### src/rtl/boxdec_pkg.sv
package boxdec_pkg;

  localparam int GRP = 4;

  // Bit offset in the input word of the sample with time index t.
  function automatic int src_bit(input int t, input int lanes, input int spl,
                                 input int sw, input bit interleave);
    int lane;
    int samp;
    if (interleave) begin
      lane = t % lanes;
      samp = t / lanes;
    end else begin
      lane = t / spl;
      samp = t % spl;
    end
    return (lane * spl + samp) * sw;
  endfunction

endpackage

### src/rtl/boxdec_reorder.sv
module boxdec_reorder #(
  parameter int  LANES      = 4,
  parameter int  SPL        = 4,
  parameter int  SW         = 8,
  parameter bit  INTERLEAVE = 1'b1,
  localparam int NS         = LANES * SPL
) (
  input  logic [NS*SW-1:0] din,
  output logic [NS*SW-1:0] dtime
);

  for (genvar t = 0; t < NS; t++) begin : g_slot
    localparam int SRC = boxdec_pkg::src_bit(t, LANES, SPL, SW, INTERLEAVE);
    assign dtime[t*SW +: SW] = din[SRC +: SW];
  end

endmodule

### src/rtl/boxdec_pair_stage.sv
module boxdec_pair_stage #(
  parameter int  NS         = 16,
  parameter int  SW         = 8,
  parameter bit  OFFSET_BIN = 1'b0,
  localparam int NP         = NS / 2,
  localparam int PW         = SW + 1
) (
  input  logic             clk,
  input  logic             rst,
  input  logic             vin,
  input  logic [NS*SW-1:0] tsamp,
  output logic             vout,
  output logic [NP*PW-1:0] pairs
);

  function automatic logic [SW-1:0] to_twos(input logic [SW-1:0] code);
    logic [SW-1:0] r;
    r = code;
    if (OFFSET_BIN) r[SW-1] = ~code[SW-1];
    return r;
  endfunction

  function automatic logic [PW-1:0] add_pair(input logic [SW-1:0] a,
                                             input logic [SW-1:0] b);
    logic [SW-1:0] sa;
    logic [SW-1:0] sb;
    sa = to_twos(a);
    sb = to_twos(b);
    return {sa[SW-1], sa} + {sb[SW-1], sb};
  endfunction

  logic [NP*PW-1:0] pair_d;

  for (genvar p = 0; p < NP; p++) begin : g_pair
    assign pair_d[p*PW +: PW] = add_pair(tsamp[(2*p)*SW +: SW],
                                         tsamp[(2*p+1)*SW +: SW]);
  end

  always_ff @(posedge clk) begin
    if (rst) begin
      vout  <= 1'b0;
      pairs <= '0;
    end else begin
      vout <= vin;
      if (vin) pairs <= pair_d;
    end
  end

  AST_S1_VALID_HI: assert property (@(posedge clk) disable iff (rst)
    vin |=> vout) else $error("stage1 valid lost");
  AST_S1_VALID_LO: assert property (@(posedge clk) disable iff (rst)
    !vin |=> !vout) else $error("stage1 spurious valid");
  AST_S1_HOLD: assert property (@(posedge clk) disable iff (rst)
    !vin |=> $stable(pairs)) else $error("stage1 changed while idle");

endmodule

### src/rtl/boxdec_sum_stage.sv
module boxdec_sum_stage #(
  parameter int  NG = 4,
  parameter int  PW = 9,
  localparam int OW = PW + 1
) (
  input  logic               clk,
  input  logic               rst,
  input  logic               vin,
  input  logic [2*NG*PW-1:0] pairs,
  output logic               vout,
  output logic [NG*OW-1:0]   sums
);

  function automatic logic [OW-1:0] add_wide(input logic [PW-1:0] a,
                                             input logic [PW-1:0] b);
    return {a[PW-1], a} + {b[PW-1], b};
  endfunction

  logic [NG*OW-1:0] sum_d;

  for (genvar g = 0; g < NG; g++) begin : g_grp
    assign sum_d[g*OW +: OW] = add_wide(pairs[(2*g)*PW +: PW],
                                        pairs[(2*g+1)*PW +: PW]);
  end

  always_ff @(posedge clk) begin
    if (rst) begin
      vout <= 1'b0;
      sums <= '0;
    end else begin
      vout <= vin;
      if (vin) sums <= sum_d;
    end
  end

  AST_S2_VALID_HI: assert property (@(posedge clk) disable iff (rst)
    vin |=> vout) else $error("stage2 valid lost");
  AST_S2_VALID_LO: assert property (@(posedge clk) disable iff (rst)
    !vin |=> !vout) else $error("stage2 spurious valid");
  AST_S2_HOLD: assert property (@(posedge clk) disable iff (rst)
    !vin |=> $stable(sums)) else $error("stage2 changed while idle");

endmodule

### src/rtl/boxdec_top.sv
module boxdec_top #(
  parameter int  LANES      = 4,
  parameter int  SPL        = 4,
  parameter int  SW         = 8,
  parameter bit  INTERLEAVE = 1'b1,
  parameter bit  OFFSET_BIN = 1'b0,
  localparam int NS         = LANES * SPL,
  localparam int NG         = NS / boxdec_pkg::GRP,
  localparam int PW         = SW + 1,
  localparam int OW         = SW + 2
) (
  input  logic             clk,
  input  logic             rst,
  input  logic             valid_in,
  input  logic [NS*SW-1:0] din,
  output logic             valid_out,
  output logic [NG*OW-1:0] dout
);

  logic [NS*SW-1:0] time_ordered;
  logic [NS/2*PW-1:0] pair_q;
  logic             valid_s1;

  boxdec_reorder #(
    .LANES(LANES), .SPL(SPL), .SW(SW), .INTERLEAVE(INTERLEAVE)
  ) u_reorder (
    .din  (din),
    .dtime(time_ordered)
  );

  boxdec_pair_stage #(
    .NS(NS), .SW(SW), .OFFSET_BIN(OFFSET_BIN)
  ) u_pair (
    .clk  (clk),
    .rst  (rst),
    .vin  (valid_in),
    .tsamp(time_ordered),
    .vout (valid_s1),
    .pairs(pair_q)
  );

  boxdec_sum_stage #(
    .NG(NG), .PW(PW)
  ) u_sum (
    .clk  (clk),
    .rst  (rst),
    .vin  (valid_s1),
    .pairs(pair_q),
    .vout (valid_out),
    .sums (dout)
  );

  logic rst_q;
  always_ff @(posedge clk) rst_q <= rst;

  always_ff @(posedge clk) begin
    if (rst_q) begin
      AST_RST_CLEAR: assert (!valid_out && dout == '0)
        else $error("outputs not cleared by reset");
    end
  end

endmodule

### config.mk
export PLATFORM = sky130hd
export DESIGN_NAME = boxdec_top
export DESIGN_NICKNAME = d
export VERILOG_FILES = /design/src/rtl/boxdec_pkg.sv /design/src/rtl/boxdec_reorder.sv /design/src/rtl/boxdec_pair_stage.sv /design/src/rtl/boxdec_sum_stage.sv /design/src/rtl/boxdec_top.sv
export SDC_FILE = /design/constraint.sdc
export NUM_CORES = 1
export LEC_CHECK = 0
export BUFFER_PORTS_ARGS = -buffer_cell sky130_fd_sc_hd__clkbuf_2
export CAP_MARGIN = 20
export CELL_PAD_IN_SITES_DETAIL_PLACEMENT = 0
export CELL_PAD_IN_SITES_GLOBAL_PLACEMENT = 1
export CORE_MARGIN = 8
export CORE_UTILIZATION = 42
export DETAILED_ROUTE_END_ITERATION = 12
export GPL_TIMING_DRIVEN = 0
export PLACE_DENSITY_LB_ADDON = 0.12
export SYNTH_ARGS = -nofsm -noshare
export SYNTH_HDL_FRONTEND = slang
export SYNTH_SLANG_ARGS = --single-unit
### constraint.sdc
create_clock -name clk -period 2.3 [get_ports clk]
set_input_delay 0 -clock clk [delete_from_list [all_inputs] [get_ports clk]]
set_output_delay 0 -clock clk [all_outputs]
set_load 0.01 [all_outputs]
==> flow_summary.ini <==
[synthesis]
ys_async_sr_fraction = 0
synth_warnings = 0
synth_edf_count = 0
ys_types = 66
synth_ff_type = dfxtp_1
ys_seq_area_frac = 0.2720
postSynthCellCount = 969
synth_top_area_share = 0.2720
synth.area.top_cells = dfxtp_1 27%, ha_1 15%, nor2_1 6.4%
ys_ff_latch = 114
synth.avg_cell_area_sq_um = 8.660
yosysTopAreaCell = dfxtp_1
synth_nets = 1212
syn_area_sq_um = 8392

[detailed_routing]
drt_iter0_markers = 623
first_pass_iters = 5
wirelength_mm = 29.66
drc_errors = 0
vias = 8296
wl_per_cell_um = 20.37
drt-vias-per-instance = 5.698
final_antenna_net_count = 0

[setup_path]
critPathMaxFanout = 3
ff2ff_setup_slack_ns = 0.09
worstPathArrival_ns = 2.58
reg2regPathDepth = 8
reg2reg_from = u_pair.pairs[9]
critPathKind = flip-flop to flip-flop
crit_required_ns = 2.67
critical_path.startpoint_type = flip-flop
r2r-end = u_sum.sums[6]
critPathCaptureType = flip-flop

[placement]
hpwl_mm = 22.72
gp_congestion = 0.9020
dp_slack_ns = 0.04043
place_inst = 1403
post_dp_cell_area_sq_um = 9569
port_buffers = 169

[global_route]
grt_first_pass_wirelength_mm = 45.15
grtUsageTotal = 0.2388
overflow = 0
grt_max_degree = 17
grt_pass1_vias = 8012
antenna_found_initial = 0

[cells_and_area]
layout.nets = 1421
final_cells = 1456
final_util = 0.5302
final_common_cell = clkbuf_2
n_antenna_cell = 0
fin_area_sq_um = 10350
layout_common_cells = 169 x clkbuf_2, 143 x nor2_1, 114 x dfxtp_1
drive_above_1_share = 0.2183
syn2layout_area_growth_pct = 23.36

[status]
outcome = complete, no violations

[timing]
worst_slack_ns = 0.08787
hold_violations = 0
worst_pin_slew_ns = 0.8065
setup_violations = 0
relSlewSlack = 0.4623
slew_violations = 0
period_needed_ns = 2.212
fmax_mhz = 452.1
clock_skew_ns = 0.008544
final.period_utilization = 0.9618

[min_path]
hp-start = din[111]
min_path_cells = 3
hold_class = input pin to flip-flop
holdPathEnd = u_pair.pairs[35]

[floorplanning]
fp-row-count = 51
start_util = 0.4298
fp.dieArea_sq_um = 24760
die_w_um = 157.4
io_pins = 172
fp.coreArea_sq_um = 19530
die_y_um = 157.4

[power]
p_total_mw = 6.666
vdd_ir_drop_max_mv = 0.4973
powerDensity_nw_per_um2 = 643.9
p_leak_nw = 4.683

[cts]
root_buffer = clkbuf_16
htree_levels = 4
cts_num_sinks = 114
cts_tree = yes
clockBufferDepth = 2
clkTransAtPathRegs_ns = 0.06
cts_inserted_buffers = 17
insertion_delay_ns = 0.43

[job]
maxCapViolCount = 0
==> worst max-delay path by stage <==
stage	from	endpoint	slack, ns	cells past startpoint
after global placement	u_pair.pairs[0]	u_sum.sums[6]	0.11	8
final	u_pair.pairs[9]	u_sum.sums[6]	0.09	8
after global routing	u_pair.pairs[9]	u_sum.sums[6]	-0.01	8
after detailed placement	u_pair.pairs[9]	u_sum.sums[6]	0.04	8
after CTS	u_pair.pairs[9]	u_sum.sums[6]	0.02	8
after floorplan	u_pair.pairs[0]	u_sum.sums[6]	0.40	8
==> sequential cells by signal (all words and copies together) (netlist names) <==
| register | flops |
|---|---|
| u_pair.pairs | 72 |
| u_sum.vout | 1 |
| u_pair.vout | 1 |
| u_sum.sums | 40 |
==> metal layers <==
metal / share of wire / GRT usage / vias up
met5: 0 / 0 / -
met4: 0.018 / 0.07026 / 0
met3: 0.092 / 0.06718 / 35
met2: 0.43 / 0.3598 / 328
met1: 0.46 / 0.3243 / 3860
li1: - / - / 4073
==> repair_timing <==
item	in CTS	in global routing
hold buffers	19	0
setup endpoints to repair	0	1
buffers inserted	0	2
endpoints found under the hold margin	11	0
resized for setup	0	2
==> Yosys cell counts, types with 11 or more instances <==
library cell    n
a211oi_1       38
nand2b_1       22
nor2b_1        23
nand2_1        26
fa_1           12
inv_1          22
o21ai_1        24
nor4b_1        16
mux2i_1        40
a21oi_1        31
o31a_1         11
ha_1          100
buf_2          36
nor3_1         21
nand4_1        11
o21ai_0        31
nor2_1        143
o21a_1         14
a21o_1         14
xnor2_1        12
or4_1          11
o311ai_1       14
dfxtp_1       114
nor3b_1        21
nand3_1        19
==> kinds of logic (layout without fill, tap and decap cells) <==
| group | after synthesis | in the layout | synth area share |
|---|---|---|---|
| fa+ha+maj | 112 | 112 | 0.1777 |
| xor+xnor | 22 | 22 | 0.02296 |
| mux | 42 | 42 | 0.05039 |
| compound gates | 242 | 242 | 0.2044 |
| buf+inv | 74 | 296 | 0.04070 |
| flops | 114 | 114 | 0.2720 |
| simple gates | 363 | 363 | 0.2318 |
==> per-stage QoR <==
stage | TNS (ns) | hold WS [ns]
6_report | 0 | 0.008680
5_1_grt | -0.01150 | 0.01376
4_1_cts | 0 | 0.0008358
3_5_place_dp | 0 | 0.3654
3_3_place_gp | 0 | 0.3570
2_1_floorplan | 0 | 0.2508
==> cell type report <==
type	count	area, sq um
buffer	49	247.7
inverter	25	93.84
clock inverter	15	147.6
multi-input combinational	781	5773
tap	265	331.6
clock buffer	17	425.4
timing repair buffer	190	1051
sequential	114	2282
fill	1920	9174
==> where the power goes <==
part           total [mW]  leakage (nW)  internal [mW]  switching, mW
Sequential           2.27         0.938           2.15          0.114
Clock                2.63         0.274           1.51           1.12
Combinational        1.77          3.47          0.773          0.993
==> worst max-delay path: stages (launching register included) <==
cell and delay (ns):
dfxtp_1 0.34, ha_2 0.21, inv_1 0.05, fa_1 0.41, nor2b_2 0.17, o31a_1 0.26, o21ai_1 0.12, or4b_1 0.49
nand3_1 0.09
(Power assumes the default switching activity.)
